## config.mk

```make
export PLATFORM = sky130hd
export DESIGN_NAME = cmdif_top
export DESIGN_NICKNAME = d
export VERILOG_FILES = /design/src/rtl/cmdif_pkg.sv /design/src/rtl/cmdif_decode.sv /design/src/rtl/cmdif_regs.sv /design/src/rtl/cmdif_fsm.sv /design/src/rtl/cmdif_top.sv
export SDC_FILE = /design/constraint.sdc
export NUM_CORES = 1
export LEC_CHECK = 0
export ABC_CLOCK_PERIOD_IN_PS = 2550
export BUFFER_PORTS_ARGS = -buffer_cell sky130_fd_sc_hd__clkbuf_2
export CORE_ASPECT_RATIO = 0.7
export CORE_MARGIN = 2
export CORE_UTILIZATION = 40
export CTS_CLUSTER_SIZE = 8
export DETAILED_ROUTE_END_ITERATION = 7
export GPL_TIMING_DRIVEN = 1
export PLACE_DENSITY_LB_ADDON = 0.25
export SYNTH_ARGS = -nofsm -noshare
export SYNTH_HDL_FRONTEND = slang
export SYNTH_SLANG_ARGS = --single-unit
```

## constraint.sdc

```tcl
create_clock -name clk -period 2.55 [get_ports clk]
set_input_delay 0.51 -clock clk [delete_from_list [all_inputs] [get_ports clk]]
set_output_delay 0.51 -clock clk [all_outputs]
set_load 0.01 [all_outputs]
```

## src/rtl/cmdif_pkg.sv

```systemverilog
package cmdif_pkg;

    localparam int IDX_W      = 4;
    localparam int MODE_BYTES = 2;

    localparam logic [7:0] CMD_CFG_WR  = 8'h20;
    localparam logic [7:0] CMD_CFG_RD  = 8'h30;
    localparam logic [7:0] CMD_UNLOCK  = 8'hB0;
    localparam logic [7:0] CMD_MODE_WR = 8'hB8;
    localparam logic [7:0] CMD_MODE_RD = 8'hB9;
    localparam logic [7:0] CMD_FIRE    = 8'hF4;

    typedef enum logic [2:0] {
        OP_BAD,
        OP_CFG_WR,
        OP_CFG_RD,
        OP_MODE_WR,
        OP_MODE_RD,
        OP_UNLOCK,
        OP_FIRE
    } op_e;

    typedef enum logic [1:0] {
        ST_IDLE,
        ST_WRITE,
        ST_READ,
        ST_UNLOCK
    } state_e;

    typedef struct packed {
        op_e              op;
        logic [IDX_W-1:0] idx;
        logic [1:0]       phases;
    } dec_t;

endpackage

```

## src/rtl/cmdif_decode.sv

```systemverilog
module cmdif_decode
    import cmdif_pkg::*;
#(
    parameter int NUM_CFG = 16
) (
    input  logic [7:0] code,
    input  logic       wide,
    output dec_t       dec
);

    localparam logic [1:0] WORD_PHASES_W = 2'(MODE_BYTES / 2);
    localparam logic [1:0] WORD_PHASES_N = 2'(MODE_BYTES);

    logic in_range;
    logic [1:0] word_phases;

    assign in_range    = int'(code[3:0]) < NUM_CFG;
    assign word_phases = wide ? WORD_PHASES_W : WORD_PHASES_N;

    always_comb begin
        dec = '{op: OP_BAD, idx: code[IDX_W-1:0], phases: 2'd0};
        if (code[7:4] == CMD_CFG_WR[7:4] && in_range) begin
            dec.op     = OP_CFG_WR;
            dec.phases = 2'd1;
        end else if (code[7:4] == CMD_CFG_RD[7:4] && in_range) begin
            dec.op     = OP_CFG_RD;
            dec.phases = 2'd1;
        end else if (code == CMD_MODE_WR) begin
            dec.op     = OP_MODE_WR;
            dec.phases = word_phases;
        end else if (code == CMD_MODE_RD) begin
            dec.op     = OP_MODE_RD;
            dec.phases = word_phases;
        end else if (code == CMD_UNLOCK) begin
            dec.op     = OP_UNLOCK;
            dec.phases = word_phases;
        end else if (code == CMD_FIRE) begin
            dec.op     = OP_FIRE;
        end
    end

endmodule

```

## src/rtl/cmdif_regs.sv

```systemverilog
module cmdif_regs
    import cmdif_pkg::*;
#(
    parameter int          NUM_CFG    = 16,
    parameter logic [15:0] UNLOCK_KEY = 16'hAA37
) (
    input  logic                  clk,
    input  logic                  rst_n,
    input  logic                  resume_evt,
    input  logic                  cfg_we,
    input  logic [IDX_W-1:0]      cfg_widx,
    input  logic [7:0]            cfg_wbyte,
    input  logic [IDX_W-1:0]      cfg_ridx,
    output logic [7:0]            cfg_rbyte,
    input  logic [MODE_BYTES-1:0] mode_we,
    input  logic [8*MODE_BYTES-1:0] mode_wdata,
    output logic [8*MODE_BYTES-1:0] mode_word,
    input  logic                  key_try,
    input  logic [15:0]           key_word,
    output logic                  locked
);

    logic [7:0]         cfg_q [NUM_CFG];
    logic [NUM_CFG-1:0] rd_sel;
    logic               locked_q;

    always_ff @(posedge clk) begin
        if (!rst_n) begin
            for (int i = 0; i < NUM_CFG; i++) cfg_q[i] <= '0;
        end else if (cfg_we && !locked_q) begin
            for (int i = 0; i < NUM_CFG; i++)
                if (cfg_widx == IDX_W'(i)) cfg_q[i] <= cfg_wbyte;
        end
    end

    always_ff @(posedge clk) begin
        if (!rst_n) begin
            mode_word <= '0;
        end else if (!locked_q) begin
            for (int b = 0; b < MODE_BYTES; b++)
                if (mode_we[b]) mode_word[8*b +: 8] <= mode_wdata[8*b +: 8];
        end
    end

    always_ff @(posedge clk) begin
        if (!rst_n)                               locked_q <= 1'b0;
        else if (resume_evt)                      locked_q <= 1'b1;
        else if (key_try && key_word == UNLOCK_KEY) locked_q <= 1'b0;
    end

    for (genvar g = 0; g < NUM_CFG; g++) begin : g_rsel
        assign rd_sel[g] = (cfg_ridx == IDX_W'(g));
    end

    always_comb begin
        cfg_rbyte = '0;
        for (int i = 0; i < NUM_CFG; i++)
            if (rd_sel[i]) cfg_rbyte = cfg_q[i];
    end

    assign locked = locked_q;

endmodule

```

## src/rtl/cmdif_fsm.sv

```systemverilog
module cmdif_fsm
    import cmdif_pkg::*;
(
    input  logic                    clk,
    input  logic                    rst_n,
    input  logic                    wide,
    input  logic                    bus_a0,
    input  logic                    bus_wr,
    input  logic                    bus_rd,
    input  logic [15:0]             bus_wdata,
    input  dec_t                    dec,
    input  logic [7:0]              cfg_rbyte,
    input  logic [8*MODE_BYTES-1:0] mode_word,
    output state_e                  state,
    output logic [IDX_W-1:0]        idx,
    output logic                    cfg_we,
    output logic [7:0]              cfg_wbyte,
    output logic [MODE_BYTES-1:0]   mode_we,
    output logic [8*MODE_BYTES-1:0] mode_wdata,
    output logic                    key_try,
    output logic [15:0]             key_word,
    output logic [15:0]             bus_rdata,
    output logic                    exec_pulse
);

    state_e           state_q, state_d;
    op_e              op_q, op_d;
    logic [IDX_W-1:0] idx_q, idx_d;
    logic [1:0]       left_q, left_d;
    logic             ptr_q, ptr_d;
    logic [7:0]       key_lo_q, key_lo_d;

    logic        cmd_hit, dat_wr, dat_rd, rd_any;
    logic [15:0] rd_value;

    assign cmd_hit = bus_wr && bus_a0;
    assign dat_wr  = bus_wr && !bus_a0;
    assign rd_any  = bus_rd && !bus_wr;
    assign dat_rd  = rd_any && !bus_a0;

    // State register
    always_ff @(posedge clk) begin
        if (!rst_n) begin
            state_q  <= ST_IDLE;
            op_q     <= OP_BAD;
            idx_q    <= '0;
            left_q   <= '0;
            ptr_q    <= 1'b0;
            key_lo_q <= '0;
        end else begin
            state_q  <= state_d;
            op_q     <= op_d;
            idx_q    <= idx_d;
            left_q   <= left_d;
            ptr_q    <= ptr_d;
            key_lo_q <= key_lo_d;
        end
    end

    // Next state
    always_comb begin
        state_d  = state_q;
        op_d     = op_q;
        idx_d    = idx_q;
        left_d   = left_q;
        ptr_d    = ptr_q;
        key_lo_d = key_lo_q;
        if (cmd_hit) begin
            op_d   = dec.op;
            idx_d  = dec.idx;
            left_d = dec.phases;
            ptr_d  = 1'b0;
            unique case (dec.op)
                OP_CFG_WR, OP_MODE_WR: state_d = ST_WRITE;
                OP_CFG_RD, OP_MODE_RD: state_d = ST_READ;
                OP_UNLOCK:             state_d = ST_UNLOCK;
                default:               state_d = ST_IDLE;
            endcase
        end else begin
            unique case (state_q)
                ST_IDLE: ;
                ST_WRITE, ST_UNLOCK: begin
                    if (dat_wr) begin
                        left_d = left_q - 2'd1;
                        ptr_d  = 1'b1;
                        if (state_q == ST_UNLOCK) key_lo_d = bus_wdata[7:0];
                        if (left_q == 2'd1) state_d = ST_IDLE;
                    end
                end
                ST_READ: begin
                    if (dat_rd) begin
                        left_d = left_q - 2'd1;
                        ptr_d  = 1'b1;
                        if (left_q == 2'd1) state_d = ST_IDLE;
                    end
                end
                default: state_d = ST_IDLE;
            endcase
        end
    end

    // Outputs
    always_comb begin
        cfg_we     = 1'b0;
        cfg_wbyte  = bus_wdata[7:0];
        mode_we    = '0;
        mode_wdata = wide ? bus_wdata : {bus_wdata[7:0], bus_wdata[7:0]};
        key_try    = 1'b0;
        key_word   = wide ? bus_wdata : {bus_wdata[7:0], key_lo_q};
        rd_value   = '0;
        if (!cmd_hit && dat_wr) begin
            unique case (state_q)
                ST_WRITE: begin
                    if (op_q == OP_CFG_WR) cfg_we = 1'b1;
                    else if (wide)         mode_we = '1;
                    else                   mode_we = ptr_q ? 2'b10 : 2'b01;
                end
                ST_UNLOCK: key_try = (left_q == 2'd1);
                default: ;
            endcase
        end
        if (dat_rd && state_q == ST_READ) begin
            if (op_q == OP_CFG_RD)  rd_value = {8'h00, cfg_rbyte};
            else if (wide)          rd_value = mode_word;
            else                    rd_value = {8'h00, ptr_q ? mode_word[15:8] : mode_word[7:0]};
        end
    end

    always_ff @(posedge clk) begin
        if (!rst_n) begin
            bus_rdata  <= '0;
            exec_pulse <= 1'b0;
        end else begin
            exec_pulse <= cmd_hit && dec.op == OP_FIRE;
            if (rd_any) bus_rdata <= rd_value;
        end
    end

    assign state = state_q;
    assign idx   = idx_q;

endmodule

```

## src/rtl/cmdif_top.sv

```systemverilog
module cmdif_top
    import cmdif_pkg::*;
#(
    parameter int          NUM_CFG    = 16,
    parameter logic [15:0] UNLOCK_KEY = 16'hAA37
) (
    input  logic        clk,
    input  logic        rst_n,
    input  logic        wide_mode,
    input  logic        bus_a0,
    input  logic        bus_wr,
    input  logic        bus_rd,
    input  logic [15:0] bus_wdata,
    output logic [15:0] bus_rdata,
    input  logic        resume_evt,
    output logic        exec_pulse
);

    dec_t                    dec;
    state_e                  fsm_state;
    logic [IDX_W-1:0]        sel_idx;
    logic                    cfg_we;
    logic [7:0]              cfg_wbyte, cfg_rbyte;
    logic [MODE_BYTES-1:0]   mode_we;
    logic [8*MODE_BYTES-1:0] mode_wdata, mode_word;
    logic                    key_try, locked;
    logic [15:0]             key_word;

    cmdif_decode #(.NUM_CFG(NUM_CFG)) u_dec (
        .code (bus_wdata[7:0]),
        .wide (wide_mode),
        .dec  (dec)
    );

    cmdif_fsm u_fsm (
        .clk        (clk),
        .rst_n      (rst_n),
        .wide       (wide_mode),
        .bus_a0     (bus_a0),
        .bus_wr     (bus_wr),
        .bus_rd     (bus_rd),
        .bus_wdata  (bus_wdata),
        .dec        (dec),
        .cfg_rbyte  (cfg_rbyte),
        .mode_word  (mode_word),
        .state      (fsm_state),
        .idx        (sel_idx),
        .cfg_we     (cfg_we),
        .cfg_wbyte  (cfg_wbyte),
        .mode_we    (mode_we),
        .mode_wdata (mode_wdata),
        .key_try    (key_try),
        .key_word   (key_word),
        .bus_rdata  (bus_rdata),
        .exec_pulse (exec_pulse)
    );

    cmdif_regs #(.NUM_CFG(NUM_CFG), .UNLOCK_KEY(UNLOCK_KEY)) u_regs (
        .clk        (clk),
        .rst_n      (rst_n),
        .resume_evt (resume_evt),
        .cfg_we     (cfg_we),
        .cfg_widx   (sel_idx),
        .cfg_wbyte  (cfg_wbyte),
        .cfg_ridx   (sel_idx),
        .cfg_rbyte  (cfg_rbyte),
        .mode_we    (mode_we),
        .mode_wdata (mode_wdata),
        .mode_word  (mode_word),
        .key_try    (key_try),
        .key_word   (key_word),
        .locked     (locked)
    );

endmodule

```

Yosys cells after proc, flatten, opt, wreduce, memory -nomap -nowiden
Memories as Yosys holds them, arrays and structs flattened.
Cells that the tools add are included.
{ "word_totals": {"ramBits": 128, "n_memories": 1, "in_bits": 23, "reg_bits": 54, "wordCells": 236} }
{ "classes": {"n_bitwise": 19, "muxes": 140, "n_addsub": 1, "n_eq_ne": 38, "reduce_logical": 26} }
{ "mem_list": {"columns": ["memory", "depth", "word_bits", "rd", "rd_ports_with_merged_regs", "write_ports", "line", "text"], "rows": [
  ["u_regs.cfg_q", 16, 8, 16, 0, 16, "cmdif_regs.sv:23", "logic [7:0] cfg_q [NUM_CFG];"]
]} }
{ "op_table": {"columns": ["operator", "n"], "rows": [
  ["$mux W8", 33],
  ["$mux W16", 5],
  ["$mux W1", 74],
  ["$mux W2", 18],
  ["$eq A4 B4 Y1 const B", 8],
  ["$eq A8 B8 Y1 const B", 4],
  ["$mux W3", 6],
  ["$eq A16 B16 Y1 const B", 1],
  ["$eq A4 B2 Y1 const B", 4],
  ["$eq A4 B3 Y1 const B", 4],
  ["$or A1 B1 Y1", 16],
  ["$eq A3 B2 Y1 const B", 3],
  ["$eq A3 B3 Y1 const B", 3],
  ["$logic_and A1 B1 Y1", 9],
  ["$pmux W2 S2", 2],
  ["$reduce_or A2 Y1", 4],
  ["$eq A3 B1 Y1 const B", 2],
  ["$ne A3 B1 Y1 const B", 2],
  ["$pmux W2 S3", 1],
  ["$reduce_and A3 Y1", 2],
  ["$eq A2 B1 Y1 const B", 2],
  ["$eq A2 B2 Y1 const B", 2],
  ["$eq A4 B1 Y1 const B", 1],
  ["$logic_not A1 Y1", 4],
  ["other kinds (9)", 14]
]} }

Longest topological paths before layout
{ "logic_depth": {"depth_word": 19, "ltp_mapped": 9} }

Hierarchy
Synthesis repeated with hierarchy kept, for this count alone.
{ "hier_totals": {"hier_cells": 841, "area_unflattened_um2": 8946.1} }
{ "modules_own_cells": {"columns": ["module", "instances", "seq_area_each_um2", "cells_each", "area_per_inst_um2"], "rows": [
  ["cmdif_regs", 1, 4184.0, 556, 6623.9],
  ["cmdif_fsm", 1, 740.7, 262, 2168.3],
  ["cmdif_decode", 1, 0.0, 23, 153.9]
]} }

Worst setup path before layout
OpenSTA, ideal clock, no wires.
{ "synth_timing": {"kind": "in2reg", "start": "input port bus_a0", "end": "memory u_regs.cfg_q[10][0], in the netlist u_regs.cfg_q[1][16] (enable)", "slack_ns": 0.230, "path_stages": 6, "arrival_time_ns": 1.933, "path_buffers": 1, "required_time_ns": 2.163, "cell_sequence": "nor3_1 nand3_1 nor2b_1 clkbuf_1 nand2_1 o31ai_1"} }
{ "synth_rtl": {"columns": ["item", "line", "text"], "rows": [
  ["from (decl)", "cmdif_top.sv:10", "input logic bus_a0,"],
  ["to (decl)", "cmdif_regs.sv:23", null]
]} }

Worst setup path after layout
{ "layout_timing": {"start": "register u_fsm.idx_q[1], in the netlist u_fsm.idx[1]", "end": "register u_fsm.bus_rdata[4]"} }
{ "layout_between": {"elab_chain_len": 19, "elab_cells_between_ends": 34} }
{ "layout_lines": {"columns": ["item", "line", "text"], "rows": [
  ["from (decl)", "cmdif_fsm.sv:28", "logic [IDX_W-1:0] idx_q, idx_d;"],
  ["from (signal assigned)", "cmdif_fsm.sv:53", "idx_q <= idx_d;"],
  ["$logic_not A4 Y1", "cmdif_regs.sv:52", "assign rd_sel[g] = (cfg_ridx == IDX_W'(g));"],
  ["$mux W8 (15 in series)", "cmdif_regs.sv:58", "if (rd_sel[i]) cfg_rbyte = cfg_q[i];"],
  ["$mux W8 (*)", "cmdif_regs.sv:58", null],
  ["$mux W16 (*)", "cmdif_fsm.sv:123", "if (op_q == OP_CFG_RD) rd_value = {8'h00, cfg_rbyte};"],
  ["$mux W16 (*)", "cmdif_fsm.sv:122", "if (dat_rd && state_q == ST_READ) begin"],
  ["to (signal assigned)", "cmdif_fsm.sv:135", "if (rd_any) bus_rdata <= rd_value;"],
  ["to (decl)", "cmdif_fsm.sv:22", "output logic [15:0] bus_rdata,"]
]} }
Every way passes the cells marked *; elsewhere a longest branch is shown, timed or not.
A chain may end at the register's enable or synchronous reset.

==> impl_metrics.toml <==
[finish]
multiInputGateArea_um2 = 3131
regArea_um2 = 4927
fillers = 1913
syn2layout_area_growth_pct = 15.46
layout-drive-gt1-share_pct = 18.67
fin_nets = 852
final_util_pct = 46.98

[synthesis]
synth_area_um2 = 8399
synth-seq-cells = 182
synth.top_cells.by_area = "edfxtp_1, dfxtp_1, nor2_1"
synth_area_per_cell_um2 = 10.82
netlist_instances = 776
yosysTopAreaCellShare_pct = 45.76
ys_seq_area_share_pct = 58.63
synth_top_flop_cell = "edfxtp_1"
synth_edf_count = 128
async_flop_share_pct = 0
ys.warnings.count = 0
ys_types = 68
synth_top_cell_by_area = "edfxtp_1"
syn_nets = 800

[critical_path]
start_kind = "register"
ff2ff_path_depth = 6
cp_slowest_stage_delay_ns = 0.61
worstSetupPathType = "register to register"
cp-end-kind = "register"
required_ns = 2.90
slowest_stage = "dfxtp_2"
crit_chain = "buf_4, nor2b_1, a22oi_1, o22ai_1, a2111oi_0, a221oi_1"
crit_arrival_ns = 2.69
reg2reg_slack_ns = 0.20
cp_max_fo = 15

[cts]
cts.clk_slew.worst_paths_ns = 0.08
htreeDepth = 4
cts_post_setup_buffers_inserted = 0
cts_root_buffer = "clkbuf_16"
cts-hold-fix-buffers = 0
clock_latency_ns = 0.44
cts_resized = 0
cts_made_buffers = 17
cts_tree = "built"
cts.sinks = 182
cts_max_path_buffers = 2

[hold_path]
hp-class = "input pin to register"
whs_path_depth = 3

[die]
dieArea_um2 = 22190
num_io_pins = 40
die_h_um = 125.2
initial_utilization_pct = 40.68
die_x_um = 177.2
fp-row-count = 44
core_area_um2 = 20640

[pwr]
p_clk_share_pct = 41.3
leakagePower_uw = 0.003533
power_uw = 6517
sequentialPowerShare_pct = 51.1
ir_worst_vdd_mv = 0.4308
power.switching_uw = 1606
power.share.combinational_pct = 7.5
p_int_uw = 4911
p_per_area_nw_per_um2 = 672.0
switching_share_pct = 24.64

[placement]
port_buffers = 39
dp_hpwl_um = 18370
place_congestion = 0.9630
place_ws_ns = 0.2787

[timing]
slew_headroom_pct = 48.87
fin_ws_ns = 0.2041
finalSetupViolations = 0
hold_violations = 0
holdWs_ns = 0.2520
clock_skew_ns = 0.01450
rsz0062_at_grt = "no"
min_period_ns = 2.346
tns_ns = 0
final.period_utilization_pct = 92.00
fmax_mhz = 426.3
final_max_slew_viol_count = 0
worstMarginPinSlew_ns = 0.7637

[run]
max_cap_violations = 0

[global_route]
grt_pass1_wl_um = 37830
antenna_found_initial = 1
grt_max_degree = 44
overflow = 0
grt_pass1_vias = 6070
track_usage_pct = 23.21

[routing]
drtPass1Iterations = 8
ant_nets = 0
vias_per_cell = 5.775
wl_per_cell_um = 22.28
drc = 0
vias = 6456
drtIter0Drc = 831
wl_um = 24910

[status]
status = "completed"
power by group through the flow:
stage                     Combinational [uW]  Clock [uW]  Sequential [uW]
after floorplan                          298           0             3360
after detailed placement                 478           0             3390
after global placement                   479           0             3390
after CTS                                481        2720             3330
after global routing                     525        2850             3340
final                                    491        2690             3330
placed cells by master, fill, tap and decap left out, types with 7 or more instances in the layout:
cell,n
nand4_1,10
a21oi_1,25
and3_1,7
a22oi_1,17
nor2_1,133
buf_4,54
nand2_1,80
edfxtp_1,128
a211oi_1,15
mux2i_1,35
o21ai_0,23
a221oi_1,8
clkbuf_16,17
nor2b_1,13
dfxtp_1,52
inv_1,15
nand2b_1,9
nand3_1,19
clkbuf_2,39
area by class of cell:
cell class              instances  area share, %
diodes                          1        0.02580
clock buffers                  18          4.425
clock inverters                14          1.677
inverters                      16         0.6193
multi-input cells             516          32.28
flip-flops and latches        182          50.81
well taps                     276          3.561
repair buffers                 95          6.606
cells in the mapped netlist, types with 7 or more instances:
master      n
nor2_1    133
edfxtp_1  128
nand2_1    80
dfxtp_1    54
clkbuf_1   35
mux2i_1    35
a21oi_1    25
o21ai_0    23
buf_2      20
nand3_1    19
a22oi_1    17
a211oi_1   15
inv_1      15
nor2b_1    13
nand4_1    10
nand2b_1    9
a221oi_1    8
and3_1      7
cell families (layout without fill, tap and decap cells):
group / after synthesis / after routing / share of synthesized area, %
compound gates: 150 / 150 / 12.99
xor+xnor: 2 / 2 / 0.2086
fa+ha+maj: 1 / 1 / 0.1489
buf+inv: 78 / 143 / 4.097
flops: 182 / 182 / 58.63
mux: 44 / 44 / 5.780
other cells: 0 / 1 / 0
simple gates: 319 / 319 / 18.14
final timing paths:
kind,from,endpoint
setup reg to reg,u_fsm.idx[1],u_fsm.bus_rdata[4]
hold / removal,resume_evt,u_regs.locked
hold reg to reg,u_fsm.key_lo_q[7],u_fsm.key_lo_q[7]
setup / recovery,u_fsm.idx[1],u_fsm.bus_rdata[4]
worst max-delay path, delay by kind of cell (launching register included):
family,cells,cell delay [ns]
buf+inv,1,0.30
simple gates,1,0.25
flops,1,0.61
compound gates,4,1.10
metrics by stage:
stage	instances	cell area, um2
2_1_floorplan	776	8399
3_3_place_gp	1085	9104
3_5_place_dp	1085	9104
4_1_cts	1117	9696
5_1_grt	1117	9696
6_report	1118	9698
routing by layer:
layer  GRT usage [%]  vias to the layer above  share of wire, %  wire length [um]
li1                -                     2948                 -                 -
met1           37.69                     3220                50             12520
met2           29.14                      263                38              9448
met3           7.543                       25                11              2667
met4           4.910                        0               1.1               280
met5               0                        -                 0                 0
state kept, by name (all words and copies together) (netlist names):
register	count
u_fsm.left_q	2
u_regs.mode_word	16
u_fsm.op_q	3
u_fsm.key_lo_q	8
u_fsm.state	2
u_regs.cfg_q	128
u_fsm.exec_pulse	1
u_regs.locked	1
u_fsm.idx	4
u_fsm.ptr_q	1
u_fsm.bus_rdata	16
(Power assumes the default switching activity.)
